$ cat config.mk
export PLATFORM = sky130hd
export DESIGN_NAME = rgba_to_rgb666
export DESIGN_NICKNAME = d
export VERILOG_FILES = /design/src/rtl/rgb666_pkg.sv /design/src/rtl/chan_trunc.sv /design/src/rtl/row_tracker.sv /design/src/rtl/rgba_to_rgb666.sv
export SDC_FILE = /design/constraint.sdc
export NUM_CORES = 1
export LEC_CHECK = 0
export BUFFER_PORTS_ARGS = -buffer_cell sky130_fd_sc_hd__buf_2
export CORE_MARGIN = 1.5
export CORE_UTILIZATION = 54
export CTS_BUF_LIST = sky130_fd_sc_hd__clkbuf_2 sky130_fd_sc_hd__clkbuf_4 sky130_fd_sc_hd__clkbuf_8
export CTS_CLUSTER_SIZE = 40
export DETAILED_ROUTE_END_ITERATION = 8
export PLACE_DENSITY_LB_ADDON = 0.25
export SYNTH_ARGS = -nofsm -noshare
export SYNTH_HDL_FRONTEND = slang
export SYNTH_HIERARCHICAL = 1
export SYNTH_SLANG_ARGS = --single-unit
export TNS_END_PERCENT = 10
$ cat constraint.sdc
create_clock -name clk -period 4.23 [get_ports clk]
set_input_delay 0.846 -clock clk [delete_from_list [all_inputs] [get_ports clk]]
set_output_delay 0.846 -clock clk [all_outputs]
set_load 0.005 [all_outputs]
$ cat src/rtl/rgb666_pkg.sv
package rgb666_pkg;
    localparam int PX_CHANNELS   = 4;
    localparam int KEEP_CHANNELS = 3;
    localparam int CH_W          = 8;
    localparam int DROP_BITS     = 2;
    localparam int KEPT_W        = CH_W - DROP_BITS;
    localparam int PX_W          = PX_CHANNELS * CH_W;
    localparam int LANE_W        = $clog2(KEEP_CHANNELS);

    typedef logic [KEEP_CHANNELS-1:0][KEPT_W-1:0] chan_vec_t;

    typedef struct packed {
        logic              full;
        logic [LANE_W-1:0] lane;
        chan_vec_t         chan;
    } hold_state_t;
endpackage

$ cat src/rtl/chan_trunc.sv
module chan_trunc
    import rgb666_pkg::*;
(
    input  logic [PX_W-1:0] word,
    output chan_vec_t       chans
);
    logic [KEEP_CHANNELS*DROP_BITS-1:0] low_bits;

    for (genvar g = 0; g < KEEP_CHANNELS; g++) begin : g_lane
        assign chans[g] = word[g*CH_W + DROP_BITS +: KEPT_W];
        assign low_bits[g*DROP_BITS +: DROP_BITS] = word[g*CH_W +: DROP_BITS];
    end

    // dropped low bits and the discarded channels are deliberately unused
    logic unused_dropped;
    assign unused_dropped = ^{low_bits, word[PX_W-1:KEEP_CHANNELS*CH_W]};
endmodule

$ cat src/rtl/row_tracker.sv
module row_tracker #(
    parameter int CNT_W = 8
) (
    input  logic             clk,
    input  logic             rst_n,
    input  logic             step,
    input  logic [CNT_W-1:0] row_len,
    output logic             first,
    output logic             last
);
    typedef struct packed {
        logic [CNT_W-1:0] pix;
    } trk_t;

    trk_t trk_d, trk_q;

    assign first = (trk_q.pix == '0);
    assign last  = ({1'b0, trk_q.pix} + (CNT_W+1)'(1)) >= {1'b0, row_len};

    always_comb begin
        trk_d = trk_q;
        if (step) begin
            trk_d.pix = last ? '0 : trk_q.pix + CNT_W'(1);
        end
    end

    always_ff @(posedge clk) begin
        if (!rst_n) trk_q <= '0;
        else        trk_q <= trk_d;
    end
endmodule

$ cat src/rtl/rgba_to_rgb666.sv
module rgba_to_rgb666
    import rgb666_pkg::*;
#(
    parameter int MAX_PIX = 160,
    localparam int RL_W   = $clog2(MAX_PIX + 1)
) (
    input  logic            clk,
    input  logic            rst_n,
    input  logic [RL_W-1:0] row_len,
    input  logic            in_valid,
    output logic            in_ready,
    input  logic [PX_W-1:0] in_pixel,
    output logic            out_valid,
    input  logic            out_ready,
    output logic [CH_W-1:0] out_byte,
    output logic            out_sor,
    output logic            out_eor
);
    localparam logic [LANE_W-1:0] LAST_LANE = LANE_W'(KEEP_CHANNELS - 1);

    hold_state_t st_d, st_q;
    chan_vec_t   trunc;
    logic        row_first, row_last;
    logic        last_lane, pix_done, take_in, give_out;

    chan_trunc u_trunc (
        .word  (in_pixel),
        .chans (trunc)
    );

    row_tracker #(.CNT_W(RL_W)) u_row (
        .clk     (clk),
        .rst_n   (rst_n),
        .step    (pix_done),
        .row_len (row_len),
        .first   (row_first),
        .last    (row_last)
    );

    assign last_lane = (st_q.lane == LAST_LANE);
    assign in_ready  = !st_q.full;
    assign out_valid = st_q.full;
    assign out_byte  = {{DROP_BITS{1'b0}}, st_q.chan[st_q.lane]};
    assign out_sor   = st_q.full && row_first && (st_q.lane == '0);
    assign out_eor   = st_q.full && row_last && last_lane;
    assign take_in   = in_valid && in_ready;
    assign give_out  = out_valid && out_ready;
    assign pix_done  = give_out && last_lane;

    always_comb begin
        st_d = st_q;
        if (take_in) begin
            st_d.full = 1'b1;
            st_d.lane = '0;
            st_d.chan = trunc;
        end else if (give_out) begin
            if (last_lane) st_d.full = 1'b0;
            else           st_d.lane = st_q.lane + LANE_W'(1);
        end
    end

    always_ff @(posedge clk) begin
        if (!rst_n) st_q <= '0;
        else        st_q <= st_d;
    end
endmodule

=== Word level (Yosys, flattened, before mapping) ===
Cells that the tools add are included.

* Logic and storage cells: 36
* Memories kept: 0
* Output and inout bits: 12
* RAM bits: 0
* Bits in read-only memories: 0
* Flip-flop bits (word level): 29
* Latch bits: 0
* Input port bits: 44

* Mux-type cells: 7
* $add $sub $neg: 3
* Reduce and logical (&&, ||, !) cells: 15
* Equal/unequal tests: 1
* Multiply operators: 0
* Magnitude comparators: 2
* Bitwise operators: 2
* Shift operators: 0
* Div/mod/pow operators: 0

{| class="wikitable"
|+ Operators with widths
! cell !! count
|-
| $bmux 6 s2 || 1
|-
| $add 8x1->9 const B || 1
|-
| $ge 9x8->1 || 1
|-
| $add 8x1->8 const B || 1
|-
| $logic_not 8->1 || 1
|-
| $mux 8 || 1
|-
| $logic_and 1x1->1 || 7
|-
| $mux 3 || 2
|-
| $mux 6 || 1
|-
| $reduce_and 2->1 || 2
|-
| $reduce_bool 2->1 || 2
|-
| $lt 2x3->1 const B || 1
|-
| $add 2x1->2 const B || 1
|-
| $eq 2x2->1 const B || 1
|-
| $logic_not 2->1 || 1
|-
| $mux 2 || 1
|-
| $not 1->1 || 2
|-
| $reduce_or 2->1 || 1
|-
| $logic_not 1->1 || 1
|-
| $mux 1 || 1
|}

=== Depth between registers and ports, before layout ===
* Depth after elaboration: 4
* Depth in mapped cells: 12
* Mapped depth without buffers: 11

=== Cells and area by module ===
The synthesis kept the hierarchy.

{| class="wikitable"
|+ Modules (own cells, without submodules)
! module !! area each (um^2) !! seq. area each (um^2) !! cells each !! times used
|-
| rgba_to_rgb666 || 1033.5 || 420.4 || 128 || 1
|-
| row_tracker || 748.2 || 160.2 || 87 || 1
|-
| chan_trunc || 135.1 || 0.0 || 18 || 1
|}

=== Worst setup path before layout ===
Ideal clock, no wire load.

* Kind: reg-to-output
* Start: reg u_row/trk_q[0] (netlist bit)
* End: out out_eor
* Data arrival time: 2593 ps
* Buffers on the path: 0
* Setup slack: 791 ps
* Required time: 3384 ps
* Stages on the path, launching flop included: 12
* Cell sequence: dfxtp_1 ha_1 nand3_1 or2_4 xnor2_1 ha_1 and3_4 a221o_1 a41oi_4 and2_4 inv_4 and3_1

* Word-level cells in the longest chain between the ends: 4

{| class="wikitable"
|+ Ends and longest elaborated chain
! item !! RTL line !! RTL
|-
| from (decl) || row_tracker.sv:15 || <nowiki>trk_t trk_d, trk_q;</nowiki>
|-
| from (signal assigned) || row_tracker.sv:29 || <nowiki>else trk_q <= trk_d;</nowiki>
|-
| $add 8x1->9 || row_tracker.sv:18 || <nowiki>assign last = ({1'b0, trk_q.pix} + (CNT_W+1)'(1)) >= {1'b0, row_len};</nowiki>
|-
| $ge 9x8->1 || row_tracker.sv:18 ||
|-
| named net row_last || rgba_to_rgb666.sv:23 || <nowiki>logic row_first, row_last;</nowiki>
|-
| $logic_and 1x1->1 (2 in series) || rgba_to_rgb666.sv:45 || <nowiki>assign out_eor = st_q.full && row_last && last_lane;</nowiki>
|-
| to (decl) || rgba_to_rgb666.sv:17 || <nowiki>output logic out_eor</nowiki>
|}

The timed path passes the listed nets, and every way through them passes these cells.

=== Worst setup path after layout ===
* Start: reg u_row/trk_q[1] (netlist bit)
* End: out out_eor

The elaborated chain is that of the path after synthesis.

==> results.json <==
{
  "status": "completed",
  "nets": 308,
  "cp-startpoint": "u_row/trk_q[1]",
  "internal_power_w": 0.000498,
  "clock_power_share_pct": 44.0,
  "switching_share_pct": 22.0,
  "slew_headroom_pct": 58.9,
  "core_area_um2": 3360,
  "tritoncts": "built",
  "first_pass_iters": 4,
  "rsz0062_at_grt": "false",
  "drv_cap": 0,
  "worst_slack_ns": 0.188,
  "route.detailed.wl_per_inst_um": 11.0,
  "cp_data_arrival_time_ns": 3.20,
  "drc_errors": 0,
  "seqPwrFrac_pct": 46.0,
  "min_period_ns": 4.04,
  "layout_commonest_cell": "nand2_1",
  "synth_largest_area_cell": "dfxtp_1",
  "async_flop_share_pct": 0,
  "clockBufferDepth": 2,
  "setup_violations": 0,
  "antenna_found_initial": 0,
  "worstMarginPinSlew_ns": 0.616,
  "end_kind": "output pin",
  "rows": 21,
  "portBuffers": 39,
  "yosysSeqAreaShare_pct": 30.3,
  "drv_slew": 0,
  "crit_end": "out_eor",
  "overflow": 0,
  "synth_area_um2": 1920,
  "syn_to_final_growth_pct": 8.55,
  "place.gp.congestion": 0.799,
  "pwr-share-comb_pct": 10.0,
  "cp.required_ns": 3.38,
  "regToRegStartpoint": "u_row/trk_q[1]",
  "synthCells": 233,
  "synth_area_leaders": "dfxtp_1 (30%), buf_4 (9.8%), nand2_1 (9.0%)",
  "vias": 1499,
  "yosysWarningCount": 6,
  "critPathKind": "register to output pin",
  "grt_use_total_pct": 18.1,
  "cts_sinks": 29,
  "worst_hold_path_type": "register to register",
  "dpl.hpwl_um": 2370,
  "r2r-end": "u_row/trk_q[2]",
  "vdd_drop_max_v": 0.000209,
  "htreeDepth": 2,
  "grt_pass1_vias": 1330,
  "fmax_mhz": 247,
  "rrSetupSlack_ns": 1.43,
  "cp-start-kind": "register",
  "cts-root-buf": "clkbuf_4",
  "synth_edf_count": 0,
  "final_cell_mix": "nand2_1 (46), buf_2 (39), dfxtp_1 (28), inv_1 (13), ha_1 (12)",
  "layout-drive-gt1-share_pct": 24.6,
  "synth_top_cell_area_share_pct": 30.3,
  "final_core_util_pct": 61.9,
  "cellPowerDensity_nw_per_um2": 307,
  "hold_viol": 0,
  "die_area_um2": 3920,
  "synth_area_per_cell_um2": 8.23,
  "clk_pin_slew_ns": 0.10,
  "fin_crit_sh_pct": 95.6,
  "fp.dieW_um": 62.6,
  "synth-main-ff-cell": "dfxtp_1",
  "pre_cts_ws_ns": 0.446,
  "drtAntennaViolNets": 0,
  "drt_iter0_drc": 75,
  "cts_hold_buf": 0,
  "cts_buffers": 5,
  "rr_worst_depth": 11,
  "totalWireLength_um": 3290,
  "initial_utilization_pct": 57.0,
  "grt_pass1_wl_um": 5740,
  "critical_path.max_fanout": 6,
  "p_sw_w": 0.000140,
  "diodes": 0,
  "ys_types": 42,
  "setup_tns_ns": 0,
  "skew_ns": 0.00814,
  "clkLatencyLatePin_ns": 0.32,
  "grt_max_degree": 36,
  "io-pin-count": 56,
  "synth-seq-cells": 29,
  "min_from": "st_q[15]",
  "chipHeight_um": 62.6,
  "p_leak_nw": 0.965,
  "vias_per_cell": 5.03
}
-- per-layer routing --
| layer | global-route usage, % | wire [um] | up-vias |
|---|---|---|---|
| li1 | - | - | 799 |
| met2 | 28.2 | 1480 | 35 |
| met4 | 6.67 | 34 | 0 |
| met3 | 3.42 | 131 | 4 |
| met1 | 24.8 | 1650 | 661 |
| met5 | 0 | 0 | - |
-- critical path, cell delays in order, from the launching register on --
cell,delay [ns]
dfxtp_1,0.38
ha_2,0.23
nand3_1,0.17
or2_4,0.32
xnor2_1,0.13
ha_1,0.29
and3_4,0.19
a221o_1,0.36
a41oi_4,0.26
and2_4,0.20
inv_4,0.06
and3_1,0.17
buf_2,0.12
-- how the worst min path moves through the flow --
stage | depth (start not counted) | slack [ns] | to
2_1_floorplan | 2 | 0.43 | st_q[2]
3_3_place_gp | 2 | 0.44 | st_q[4]
3_5_place_dp | 2 | 0.45 | st_q[14]
4_1_cts | 2 | 0.46 | st_q[5]
5_1_grt | 2 | 0.48 | st_q[17]
6_report | 2 | 0.46 | st_q[15]
-- power groups by stage --
stage,Combinational (W),Clock [W],Sequential (W)
floorplan,0.0000592,0,0.000295
global placement,0.0000639,0,0.000299
detailed placement,0.0000647,0,0.000300
CTS,0.0000649,0.000286,0.000293
global route,0.0000742,0.000297,0.000295
finish,0.0000638,0.000281,0.000293
-- repair_timing --
item                       CTS  global route
setup endpoints to repair    0             1
buffers inserted             0             2
resized for setup            0             3
-- per-stage QoR --
stage / cell area [um2] / hold WS [ns] / total power [W] / instances
floorplan: 1920 / 0.434 / 0.000354 / 234
global placement: 1950 / 0.442 / 0.000363 / 288
detailed placement: 1950 / 0.445 / 0.000364 / 288
CTS: 2060 / 0.460 / 0.000644 / 296
global route: 2080 / 0.475 / 0.000666 / 298
finish: 2080 / 0.458 / 0.000638 / 298
-- cells in the mapped netlist (2+ instances only) --
cell type  instances
nor3_1             4
nand2b_1           4
xnor2_1            3
buf_4             25
nor2b_1            2
a21boi_0           8
inv_1             13
o31a_1             2
a31oi_1            3
nand2_1           46
a21o_1             2
o21ai_0            7
dfxtp_1           29
and3_1             6
nor2_1             3
nand3_1           11
nand3b_1           5
xor2_1             3
mux2i_1            6
clkbuf_1           4
a21boi_1          10
nand4b_1           2
o21ai_2            4
ha_1              13
-- cells by family (layout without fill, tap and decap cells) --
kind of cell | count (synthesis) | count (layout) | synth area share (%)
AOI/OAI and AO/OA | 42 | 42 | 17.0
xor gates and xnor gates | 6 | 6 | 2.74
adders and majority gates | 13 | 13 | 8.49
buffers and inverters | 45 | 63 | 14.3
DFF | 29 | 29 | 30.3
muxes | 6 | 6 | 3.13
other | 1 | 2 | 0.196
and+or+nand+nor | 91 | 91 | 23.8
-- sequential cells by signal, summed over array words and instances, names as in the netlist --
register / flops
out_valid: 1
u_row/trk_q: 8
st_q: 20
-- final cells by class --
type / instances / area (um2)
Inverter: 14 / 55.1
Clock buffer: 5 / 37.5
Tap cell: 46 / 57.6
Sequential cell: 29 / 582
Timing Repair Buffer: 41 / 210
Multi-Input combinational cell: 160 / 1070
Fill cell: 321 / 1280
Clock inverter: 3 / 65.1
No activity file was read; power rests on OpenSTA's default activity.
